===== src/rtl/se_route_pkg.sv =====
package se_route_pkg;

  typedef enum logic {
    HOP_SHUF = 1'b0,
    HOP_EXCH = 1'b1
  } hop_kind_e;

  typedef enum logic {
    PH_FIX = 1'b0,
    PH_ROT = 1'b1
  } step_phase_e;

endpackage


===== src/rtl/se_move_select.sv =====
module se_move_select
  import se_route_pkg::*;
#(
  parameter int ADDR_BITS = 3,
  parameter int STEP_W    = 2
) (
  input  logic [ADDR_BITS-1:0] cur_addr,
  input  logic [ADDR_BITS-1:0] tgt_addr,
  input  logic [STEP_W-1:0]    step,
  input  step_phase_e          phase,
  output logic                 at_dest,
  output logic                 move_valid,
  output hop_kind_e            move_kind,
  output logic [ADDR_BITS-1:0] move_addr,
  output logic                 step_inc,
  output step_phase_e          phase_nxt
);

  logic [ADDR_BITS-1:0] rot_addr;
  logic [ADDR_BITS-1:0] flip_addr;
  logic                 want_bit;

  // Address reached over each of the two links.
  assign rot_addr  = {cur_addr[ADDR_BITS-2:0], cur_addr[ADDR_BITS-1]};
  assign flip_addr = {cur_addr[ADDR_BITS-1:1], ~cur_addr[0]};

  // Destination bit that step j must place: bit ADDR_BITS-1-j.
  always_comb begin
    want_bit = 1'b0;
    for (int i = 0; i < ADDR_BITS; i++) begin
      if (step == STEP_W'(i)) begin
        want_bit = tgt_addr[ADDR_BITS-1-i];
      end
    end
  end

  always_comb begin
    at_dest    = (cur_addr == tgt_addr);
    move_valid = 1'b0;
    move_kind  = HOP_SHUF;
    move_addr  = cur_addr;
    step_inc   = 1'b0;
    phase_nxt  = phase;
    if (!at_dest) begin
      move_valid = 1'b1;
      if ((phase == PH_ROT) || (cur_addr[0] == want_bit)) begin
        move_kind = HOP_SHUF;
        move_addr = rot_addr;
        step_inc  = 1'b1;
        phase_nxt = PH_FIX;
      end else begin
        move_kind = HOP_EXCH;
        move_addr = flip_addr;
        phase_nxt = PH_ROT;
      end
    end
  end

endmodule


===== src/rtl/se_hop_counter.sv =====
module se_hop_counter #(
  parameter int MAX_HOPS = 5,
  parameter int CNT_W    = 3
) (
  input  logic             clk,
  input  logic             rst_n,
  input  logic             clr,
  input  logic             inc,
  output logic [CNT_W-1:0] count
);

  logic [CNT_W-1:0] count_nxt;
  logic             count_en;

  assign count_en = clr | inc;

  always_comb begin
    if (clr) count_nxt = '0;
    else     count_nxt = count + CNT_W'(1);
  end

  always_ff @(posedge clk or negedge rst_n) begin
    if (!rst_n)        count <= '0;
    else if (count_en) count <= count_nxt;
  end

  // a route never asks for a hop beyond the bound
  a_r8_hop_bound: assert property (@(posedge clk) disable iff (!rst_n)
    (inc && !clr) |-> (count < CNT_W'(MAX_HOPS)));

endmodule


===== src/rtl/se_route_fsm.sv =====
module se_route_fsm
  import se_route_pkg::*;
#(
  parameter int ADDR_BITS = 3,
  parameter int STEP_W    = 2
) (
  input  logic                 clk,
  input  logic                 rst_n,
  input  logic                 start,
  input  logic [ADDR_BITS-1:0] src_addr,
  input  logic [ADDR_BITS-1:0] dst_addr,
  input  logic                 at_dest,
  input  logic                 move_valid,
  input  hop_kind_e            move_kind,
  input  logic [ADDR_BITS-1:0] move_addr,
  input  logic                 step_inc,
  input  step_phase_e          phase_nxt,
  output logic                 busy,
  output logic [ADDR_BITS-1:0] cur_addr,
  output logic [ADDR_BITS-1:0] tgt_addr,
  output logic [STEP_W-1:0]    step,
  output step_phase_e          phase,
  output logic                 accept,
  output logic                 fin
);

  localparam logic [STEP_W-1:0] LAST_STEP = STEP_W'(ADDR_BITS-1);

  logic                 adv;
  logic                 busy_nxt;
  logic [ADDR_BITS-1:0] cur_nxt;
  logic [ADDR_BITS-1:0] tgt_nxt;
  logic [STEP_W-1:0]    step_nxt;
  step_phase_e          phase_reg_nxt;
  logic                 busy_en;
  logic                 walk_en;

  assign accept  = start & ~busy;
  assign fin     = busy & at_dest;
  assign adv     = busy & move_valid;
  assign busy_en = accept | fin;
  assign walk_en = accept | adv;

  always_comb begin
    busy_nxt      = accept;
    tgt_nxt       = dst_addr;
    cur_nxt       = src_addr;
    step_nxt      = '0;
    phase_reg_nxt = PH_FIX;
    if (!accept) begin
      tgt_nxt       = tgt_addr;
      cur_nxt       = move_addr;
      step_nxt      = step_inc ? (step + STEP_W'(1)) : step;
      phase_reg_nxt = phase_nxt;
    end
  end

  always_ff @(posedge clk or negedge rst_n) begin
    if (!rst_n)       busy <= 1'b0;
    else if (busy_en) busy <= busy_nxt;
  end

  always_ff @(posedge clk or negedge rst_n) begin
    if (!rst_n)      tgt_addr <= '0;
    else if (accept) tgt_addr <= tgt_nxt;
  end

  always_ff @(posedge clk or negedge rst_n) begin
    if (!rst_n) begin
      cur_addr <= '0;
      step     <= '0;
      phase    <= PH_FIX;
    end else if (walk_en) begin
      cur_addr <= cur_nxt;
      step     <= step_nxt;
      phase    <= phase_reg_nxt;
    end
  end

  // no rotation is requested once the last bit has been placed
  a_r5_no_rot_after_last: assert property (@(posedge clk) disable iff (!rst_n)
    (busy && move_valid && (move_kind == HOP_SHUF)) |-> (step != LAST_STEP));

  // the captured destination stays put while a route runs
  a_r9_target_held: assert property (@(posedge clk) disable iff (!rst_n)
    (busy && !at_dest) |=> $stable(tgt_addr));

  // the route closes the cycle after the destination is reached
  a_r6_busy_drops: assert property (@(posedge clk) disable iff (!rst_n)
    (busy && at_dest) |=> !busy);

  // each move starts where the previous one ended
  a_r5_chain: assert property (@(posedge clk) disable iff (!rst_n)
    (busy && move_valid) |=> (cur_addr == $past(move_addr)));

endmodule


===== src/rtl/se_route_seq.sv =====
module se_route_seq
  import se_route_pkg::*;
#(
  parameter int ADDR_BITS = 3
) (
  input  logic                              clk,
  input  logic                              rst_n,
  input  logic                              start,
  input  logic [ADDR_BITS-1:0]              src_addr,
  input  logic [ADDR_BITS-1:0]              dst_addr,
  output logic                              busy,
  output logic                              hop_valid,
  output logic                              hop_type,
  output logic [ADDR_BITS-1:0]              next_addr,
  output logic                              done,
  output logic [$clog2(2*ADDR_BITS)-1:0]    hop_count
);

  localparam int STEP_W   = (ADDR_BITS > 1) ? $clog2(ADDR_BITS) : 1;
  localparam int MAX_HOPS = 2 * ADDR_BITS - 1;
  localparam int CNT_W    = $clog2(2 * ADDR_BITS);

  logic [ADDR_BITS-1:0] cur_addr;
  logic [ADDR_BITS-1:0] tgt_addr;
  logic [STEP_W-1:0]    step;
  step_phase_e          phase;
  logic                 at_dest;
  logic                 move_valid;
  hop_kind_e            move_kind;
  logic [ADDR_BITS-1:0] move_addr;
  logic                 step_inc;
  step_phase_e          phase_nxt;
  logic                 accept;
  logic                 fin;

  se_move_select #(
    .ADDR_BITS (ADDR_BITS),
    .STEP_W    (STEP_W)
  ) u_select (
    .cur_addr   (cur_addr),
    .tgt_addr   (tgt_addr),
    .step       (step),
    .phase      (phase),
    .at_dest    (at_dest),
    .move_valid (move_valid),
    .move_kind  (move_kind),
    .move_addr  (move_addr),
    .step_inc   (step_inc),
    .phase_nxt  (phase_nxt)
  );

  se_route_fsm #(
    .ADDR_BITS (ADDR_BITS),
    .STEP_W    (STEP_W)
  ) u_fsm (
    .clk        (clk),
    .rst_n      (rst_n),
    .start      (start),
    .src_addr   (src_addr),
    .dst_addr   (dst_addr),
    .at_dest    (at_dest),
    .move_valid (move_valid),
    .move_kind  (move_kind),
    .move_addr  (move_addr),
    .step_inc   (step_inc),
    .phase_nxt  (phase_nxt),
    .busy       (busy),
    .cur_addr   (cur_addr),
    .tgt_addr   (tgt_addr),
    .step       (step),
    .phase      (phase),
    .accept     (accept),
    .fin        (fin)
  );

  se_hop_counter #(
    .MAX_HOPS (MAX_HOPS),
    .CNT_W    (CNT_W)
  ) u_count (
    .clk   (clk),
    .rst_n (rst_n),
    .clr   (accept),
    .inc   (hop_valid),
    .count (hop_count)
  );

  assign hop_valid = busy & move_valid;
  assign hop_type  = move_kind;
  assign next_addr = move_addr;
  assign done      = fin;

  // an idle start opens a route
  a_r2_start_opens: assert property (@(posedge clk) disable iff (!rst_n)
    (start && !busy) |=> busy);

  // the counter begins each route at zero
  a_r10_count_clear: assert property (@(posedge clk) disable iff (!rst_n)
    (start && !busy) |=> (hop_count == '0));

  // a hop is followed by another hop or by the end of the route
  a_r5_no_gap: assert property (@(posedge clk) disable iff (!rst_n)
    hop_valid |=> (hop_valid || done));

  // done and hop never share a cycle
  a_r6_done_alone: assert property (@(posedge clk) disable iff (!rst_n)
    !(done && hop_valid));

endmodule


===== config.mk =====
export PLATFORM = sky130hd
export DESIGN_NAME = se_route_seq
export DESIGN_NICKNAME = d
export VERILOG_FILES = /design/src/rtl/se_route_pkg.sv /design/src/rtl/se_move_select.sv /design/src/rtl/se_hop_counter.sv /design/src/rtl/se_route_fsm.sv /design/src/rtl/se_route_seq.sv
export SDC_FILE = /design/constraint.sdc
export NUM_CORES = 1
export LEC_CHECK = 0
export ABC_AREA = 1
export ABC_CLOCK_PERIOD_IN_PS = 1550
export CAP_MARGIN = 20
export CORE_ASPECT_RATIO = 1.1
export CORE_UTILIZATION = 43
export CTS_CLUSTER_SIZE = 24
export DETAILED_ROUTE_END_ITERATION = 16
export GPL_ROUTABILITY_DRIVEN = 0
export PLACE_DENSITY = 0.73
export SLEW_MARGIN = 0
export SYNTH_ARGS = -nofsm -noshare
export SYNTH_HDL_FRONTEND = slang
export SYNTH_SLANG_ARGS = --single-unit

===== constraint.sdc =====
create_clock -name clk -period 1.55 [get_ports clk]
set_input_delay 0.31 -clock clk [delete_from_list [all_inputs] [get_ports clk]]
set_output_delay 0.31 -clock clk [all_outputs]
set_load 0.005 [all_outputs]

==> results of run 1 <==
==> Yosys cell counts <==
| cell type | count | share of area |
|---|---|---|
| and2_1 | 2 | 0.015 |
| nand3_1 | 10 | 0.061 |
| nand3_4 | 1 | 0.021 |
| nand2_2 | 1 | 0.0076 |
| nand3_2 | 4 | 0.049 |
| nor2_1 | 3 | 0.014 |
| nor2_2 | 1 | 0.0076 |
| buf_6 | 1 | 0.014 |
| o22ai_1 | 1 | 0.0076 |
| nand4_1 | 2 | 0.015 |
| nand2_4 | 3 | 0.041 |
| nand4_2 | 1 | 0.015 |
| o21ai_1 | 4 | 0.024 |
| xnor2_1 | 3 | 0.032 |
| ha_1 | 4 | 0.061 |
| a31oi_1 | 1 | 0.0076 |
| inv_2 | 1 | 0.0045 |
| mux2_2 | 2 | 0.027 |
| o211ai_1 | 1 | 0.0091 |
| inv_1 | 15 | 0.068 |
| a21oi_1 | 3 | 0.018 |
| nand2_1 | 19 | 0.086 |
| dfrtp_1 | 13 | 0.39 |
==> area by class of cell <==
cell class                      instances  area (µm²)
Inverter                               16       60.06
Fill cell                             110       314.1
Timing Repair Buffer                   57       470.5
Clock buffer                            4       26.28
Multi-Input combinational cell         66       563.0
Tap cell                               18       22.52
Sequential cell                        13       325.3
==> worst max-delay path, cell delays in order, from the launching register on <==
cell and delay (ps):
dfrtp_1 440, inv_2 110, ha_4 120, nand2_1 50
nand2_1 70, nand3_2 90, nand2_2 80, nand2_2 60
nand3_4 100, buf_6 120, nand3_4 70, and2_4 150
buf_2 120
==> kinds of logic (layout without fill, tap and decap cells) <==
group / count (synthesis) / count (layout) / synth area share
mux: 2 / 2 / 0.02731
xor+xnor: 3 / 3 / 0.03187
fa+ha+maj: 4 / 4 / 0.06070
compound gates: 10 / 10 / 0.06678
flops: 13 / 13 / 0.3945
simple gates: 47 / 47 / 0.3323
buf+inv: 17 / 77 / 0.08648
==> metal layers <==
layer | vias up | wire length [µm] | share of wire | track usage
met5 | - | 0 | 0 | 0
met4 | 0 | 58 | 0.021 | 0.1500
met3 | 6 | 64 | 0.023 | 0.03774
met2 | 25 | 1642 | 0.60 | 0.5224
met1 | 448 | 989 | 0.36 | 0.3025
li1 | 435 | - | - | -
==> sequential cells by signal, summed over array words and instances (netlist names) <==
signal	flops
u_fsm.phase	1
u_count.count	3
u_fsm.busy	1
u_fsm.step	2
u_fsm.tgt_addr	3
u_fsm.cur_addr	3
==> through the flow <==
| stage | hold WS, ps | cell area [µm²] | util |
|---|---|---|---|
| after CTS | 335.4 | 1401 | 0.7865 |
| after floorplan | 14.41 | 834.6 | - |
| after global routing | 336.9 | 1468 | 0.8237 |
| after global placement | 456.9 | 1169 | 0.6559 |
| final | 333.2 | 1468 | 0.8237 |
| after detailed placement | 468.7 | 1169 | 0.6559 |
==> path summary, 6_finish.rpt <==
kind / startpoint / endpoint / slack, ps / depth (start not counted)
min in group clk: u_count.count[2]$_DFFE_PN0P_ / u_count.count[2]$_DFFE_PN0P_ / 480 / 1
min reg2reg: u_count.count[2]$_DFFE_PN0P_ / u_count.count[2]$_DFFE_PN0P_ / 480 / 1
max: u_fsm.step[0]$_DFFE_PN0P_ / next_addr[2] / -630 / 12
max in group asynchronous: rst_n / u_fsm.cur_addr[1]$_DFFE_PN0P_ / 1050 / 2
max reg2reg: u_fsm.step[0]$_DFFE_PN0P_ / u_fsm.cur_addr[2]$_DFFE_PN0P_ / -270 / 14
min: rst_n / u_fsm.busy$_DFFE_PN0P_ / 330 / 2
==> timing repair <==
item	4_1_cts	5_1_grt
gates resized for setup	47	15
buffers inserted	18	7
pin swaps	12	12
endpoints found under the hold margin	0	0
setup endpoints to repair	16	17
==> summary.md, run 1 <==
| Metric | Value |
|---|---|
| 1st-pass router iterations | 10 |
| H-tree Lvls | 1 |
| Placed cell count | 150 |
| CTS Root Cell | clkbuf_4 |
| Failing checks | design-rule violations, negative setup slack |
| Data required, critical path | 1240 ps |
| Core box area | 1782 µm² |
| Synth Cell Area | 824.5 µm² |
| Antenna violations before repair | 0 |
| Most common cell after layout, fill and taps aside | buf_4 |
| Worst setup SP type | flip-flop |
| Initial DRC count | 13 |
| Hold Path Class | input port to asynchronous set/reset pin |
| Synth Area per Inst | 8.589 µm² |
| Setup WS pre-CTS | -580.7 ps |
| Slew at the pin with the worst max-slew slack | 200.3 ps |
| Synthesis warning total | 0 |
| DIE WIDTH | 43.75 µm |
| I/O Buffers | 18 |
| Status | finished with violations |
| Most frequent cells in the layout | buf_4, nand2_1, inv_1, dfrtp_1, clkdlybuf4s50_1 |
| Rel. slew slack | 0.8663 |
| Tmin final | 2185 ps |
| Final setup TNS | -3619 ps |
| N_diodes | 0 |
| Clk_lat worst skew | 280 ps |
| CTS tree | built |
| Total GRT Usage | 0.2758 |
| Slew Viols, Final | 0 |
| WS Path Type | flip-flop to output pin |
| CTS Buf Count | 3 |
| Dpl hpwl | 1.497 mm |
| Syn Inst Count | 96 |
| Max Freq | 457.7 MHz |
| Ports | 19 |
| Wire per inst | 15.83 µm |
| Netlist cell types | 23 |
| Number of synthesized register bits | 13 |
| Post-route antenna net violation count | 0 |
| Reg clk slew, reported paths | 80 ps |
| Clock Tree Buf Depth | 2 |
| Syn nets | 109 |
| Total routed wirelength | 2.754 mm |
| First-pass GRT wire length | 4.126 mm |
| Row count | 16 |
| Total grt overflow | 0 |
| Crit path capture type | output pin |
| Die area | 2097 µm² |
| Setup ws final | -634.6 ps |
| Crit Path Max Fanout | 5 |
| Vias in the first global route | 924 |
| Area delta synth->final | 78.00% |
| Cell Count, Final, Fillers Out | 174 |
| CTS Sinks | 13 |
| Max Cap Viol | 0 |
| Final critical-path share of the clock period | 1.409 |
| Share of post-route cells with drive strength above 1 | 0.5641 |
| Setup violators final | 12 |
| Largest net degree at the start of global routing | 14 |
| Critical Path AT | 1870 ps |
| Drt drc | 1 |
| Via/cell ratio | 5.253 |
| Final hold violations | 0 |
| RSZ-0062 raised after global routing | true |
| DR vias | 914 |
| Post-synthesis sequential area ratio | 0.3945 |
| Nets | 170 |
| Initial core utilization | 0.4628 |
| Layout Skew | 1.550 ps |
| CTS Hold Buffers Added | 0 |
| Die height | 47.93 µm |
Power of run 1 is left out: the tool's default activity adds up to more than one toggle a clock period on the data nets, which glitch-free logic cannot reach.
==> inputs of run 2 (changes only) <==
--- a/config.mk
+++ b/config.mk
@@ -6,13 +6,12 @@
 export NUM_CORES = 1
 export LEC_CHECK = 0
 export ABC_AREA = 1
-export ABC_CLOCK_PERIOD_IN_PS = 1550
+export ABC_CLOCK_PERIOD_IN_PS = 1900
 export CAP_MARGIN = 20
 export CORE_ASPECT_RATIO = 1.1
 export CORE_UTILIZATION = 43
 export CTS_CLUSTER_SIZE = 24
 export DETAILED_ROUTE_END_ITERATION = 16
-export GPL_ROUTABILITY_DRIVEN = 0
 export PLACE_DENSITY = 0.73
 export SLEW_MARGIN = 0
 export SYNTH_ARGS = -nofsm -noshare
==> constraint.sdc (replaced) <==
create_clock -name clk -period 1.9 [get_ports clk]
set_input_delay 0.38 -clock clk [delete_from_list [all_inputs] [get_ports clk]]
set_output_delay 0.38 -clock clk [all_outputs]
set_load 0.005 [all_outputs]
==> run 2 against run 1 <==
Compared with the run above: the flow still finishes with violations (design-rule violations, negative setup slack); register-to-register slack improved by 390 ps; cell count shrank 8.6%; setup slack better by 290 ps; non-clock buffer count is 15 lower; clock skew hardly changed; die area unchanged; via count fell by 9.4%; wire length down 23%; clock-buffer cell count is 1 lower; worst hold slack improved by 140 ps; critical path type unchanged; largest cell class unchanged.
==> summary.md, run 2 (synthesis results as in run 1) <==
| Metric | Value |
|---|---|
| Status | finished with violations |
| Failing checks | design-rule violations, negative setup slack |
| Max Cap Viol | 0 |
| Sw Ratio | 0.4348 |
| Tmin final | 2241 ps |
| Area after DPL | 1121 µm² |
| P_int | 1.725 mW |
| Initial DRC count | 13 |
| Biggest regs | u_count.count: 3 flops, u_fsm.cur_addr: 3 flops, u_fsm.tgt_addr: 3 flops |
| CTS Sinks | 13 |
| I/O Buffers | 18 |
| Final hold violations | 0 |
| 1st-pass router iterations | 10 |
| CTS Root Cell | clkbuf_4 |
| Number of fill cells | 148 |
| Clk_lat worst skew | 280 ps |
| Area delta synth->final | 52.66% |
| Power share of the clock group | 0.061 |
| Hold WS | 473.3 ps |
| Data required, critical path | 1520 ps |
| Most common cell after layout, fill and taps aside | buf_4 |
| DR vias | 828 |
| Power share of the sequential group | 0.182 |
| Top Metal Used | met4 |
| Nets | 155 |
| Row count | 16 |
| Worst setup SP type | flip-flop |
| Layout Skew | 2.023 ps |
| Setup ws final | -341.0 ps |
| Lkg Pwr | 0.6429 nW |
| Setup violators final | 6 |
| Ports | 19 |
| Cell Count, Final, Fillers Out | 159 |
| H-tree Lvls | 1 |
| Die height | 47.93 µm |
| Maximum VDD drop | 1525 µV |
| Largest net degree at the start of global routing | 14 |
| CTS tree | built |
| Slowest-stage cell, CP | dfrtp_1 |
| CTS Buf Count | 3 |
| Hold Path Class | input port to asynchronous set/reset pin |
| Crit Path Max Fanout | 4 |
| Clock Tree Buf Depth | 2 |
| Dpl hpwl | 1.389 mm |
| RSZ-0062 raised after global routing | true |
| PwrDens | 2425 nW/µm² |
| NetSw | 1.327 mW |
| WS Path Type | flip-flop to output pin |
| Total routed wirelength | 2.131 mm |
| Post-route antenna net violation count | 0 |
| Initial core utilization | 0.4628 |
| N_diodes | 0 |
| Die area | 2097 µm² |
| CP delay by family, top | simple AND/OR/NAND/NOR gates |
| M1 WL | 893 µm |
| Post-Layout Inst Area | 1259 µm² |
| Comb pwr share | 0.757 |
| Reg clk slew, reported paths | 90 ps |
| Most frequent cells in the layout | buf_4, nand2_1, clkdlybuf4s50_1 |
| Crit-path max cell delay | 420 ps |
| Met2 wire length | 1.117 mm |
| Antenna violations before repair | 0 |
| Final critical-path share of the clock period | 1.179 |
| DIE WIDTH | 43.75 µm |
| Worst path cell trace | inv_2 -> ha_2 -> nand2_1 -> nand3_2 -> nand2_2 -> nand2_2 -> nand3_4 -> buf_6 -> nand2_4 -> nand2_1 -> and2_1 -> buf_2 |
| Total grt overflow | 0 |
| Vias in the first global route | 744 |
| Slew at the pin with the worst max-slew slack | 619.6 ps |
| Wire per inst | 13.40 µm |
| Critical Path AT | 1860 ps |
| Routed met3 length | 111 µm |
| Via/cell ratio | 5.208 |
| CTS Hold Buffers Added | 0 |
| Final setup TNS | -1643 ps |
| Routability cong. | 0.8326 |
| Max Freq | 446.2 MHz |
| Total GRT Usage | 0.2119 |
| Slew Viols, Final | 0 |
| First-pass GRT wire length | 3.194 mm |
| Placed cell count | 145 |
| Drt drc | 1 |
| Bufs and invs on worst path | 3 |
| Crit path capture type | output pin |
| Share of post-route cells with drive strength above 1 | 0.4326 |
| Core box area | 1782 µm² |
| Rel. slew slack | 0.5856 |
==> run 2: routing by layer <==
metal,track usage,vias to the layer above
met5,0,-
met2,0.3910,27
met4,0.05625,0
li1,-,402
met3,0.02264,2
met1,0.2662,397
==> run 2: worst reg2reg max path, delay by kind of cell (launching register included) <==
family	cells	cell delay, ps
simple gates	8	600
fa+ha+maj	1	180
flops	1	420
buf+inv	5	510
==> run 2: final timing paths <==
check	startpoint	to	slack (ps)	cells past startpoint
setup / recovery	u_fsm.step[1]$_DFFE_PN0P_	next_addr[1]	-340	12
hold / removal	rst_n	u_fsm.cur_addr[1]$_DFFE_PN0P_	470	1
setup reg to reg	u_fsm.step[1]$_DFFE_PN0P_	u_fsm.step[0]$_DFFE_PN0P_	120	14
hold reg to reg	u_count.count[2]$_DFFE_PN0P_	u_count.count[2]$_DFFE_PN0P_	470	1
max in group asynchronous	rst_n	u_count.count[2]$_DFFE_PN0P_	1030	1
min in group clk	u_count.count[2]$_DFFE_PN0P_	u_count.count[2]$_DFFE_PN0P_	470	1
==> run 2: repair_timing <==
action                                  CTS  global route
hold endpoints to repair                  0             0
endpoints found under the setup margin    6             7
setup buffers                             9             2
resized for setup                        24             9
pin swaps                                 6             2
==> run 2: power by group through the flow <==
stage / clock network (mW) / registers, mW / logic (mW)
final: 0.186 / 0.557 / 2.31
after global routing: 0.201 / 0.578 / 2.54
after CTS: 0.187 / 0.545 / 2.16
after detailed placement: 0 / 0.546 / 1.95
after global placement: 0 / 0.538 / 1.91
after floorplan: 0 / 0.537 / 1.08
==> run 2: area by class of cell <==
type / instances / area, µm² / area share
clock inverter: 1 / 5.005 / 0.003976
sequential: 13 / 325.3 / 0.2584
timing repair buffer: 42 / 347.8 / 0.2763
tap: 18 / 22.52 / 0.01789
inverter: 16 / 60.06 / 0.04771
multi-input combinational: 66 / 475.5 / 0.3777
clock buffer: 3 / 22.52 / 0.01789
==> run 2: stage by stage <==
stage / worst slack (ps) / power [mW] / util
floorplan: 210.8 / 1.617 / -
global placement: -247.9 / 2.444 / 0.6292
detailed placement: -291.1 / 2.491 / 0.6292
CTS: -314.9 / 2.890 / 0.6854
global route: -453.3 / 3.319 / 0.7065
finish: -341.0 / 3.053 / 0.7065
Power figures use the tool's default switching activity.
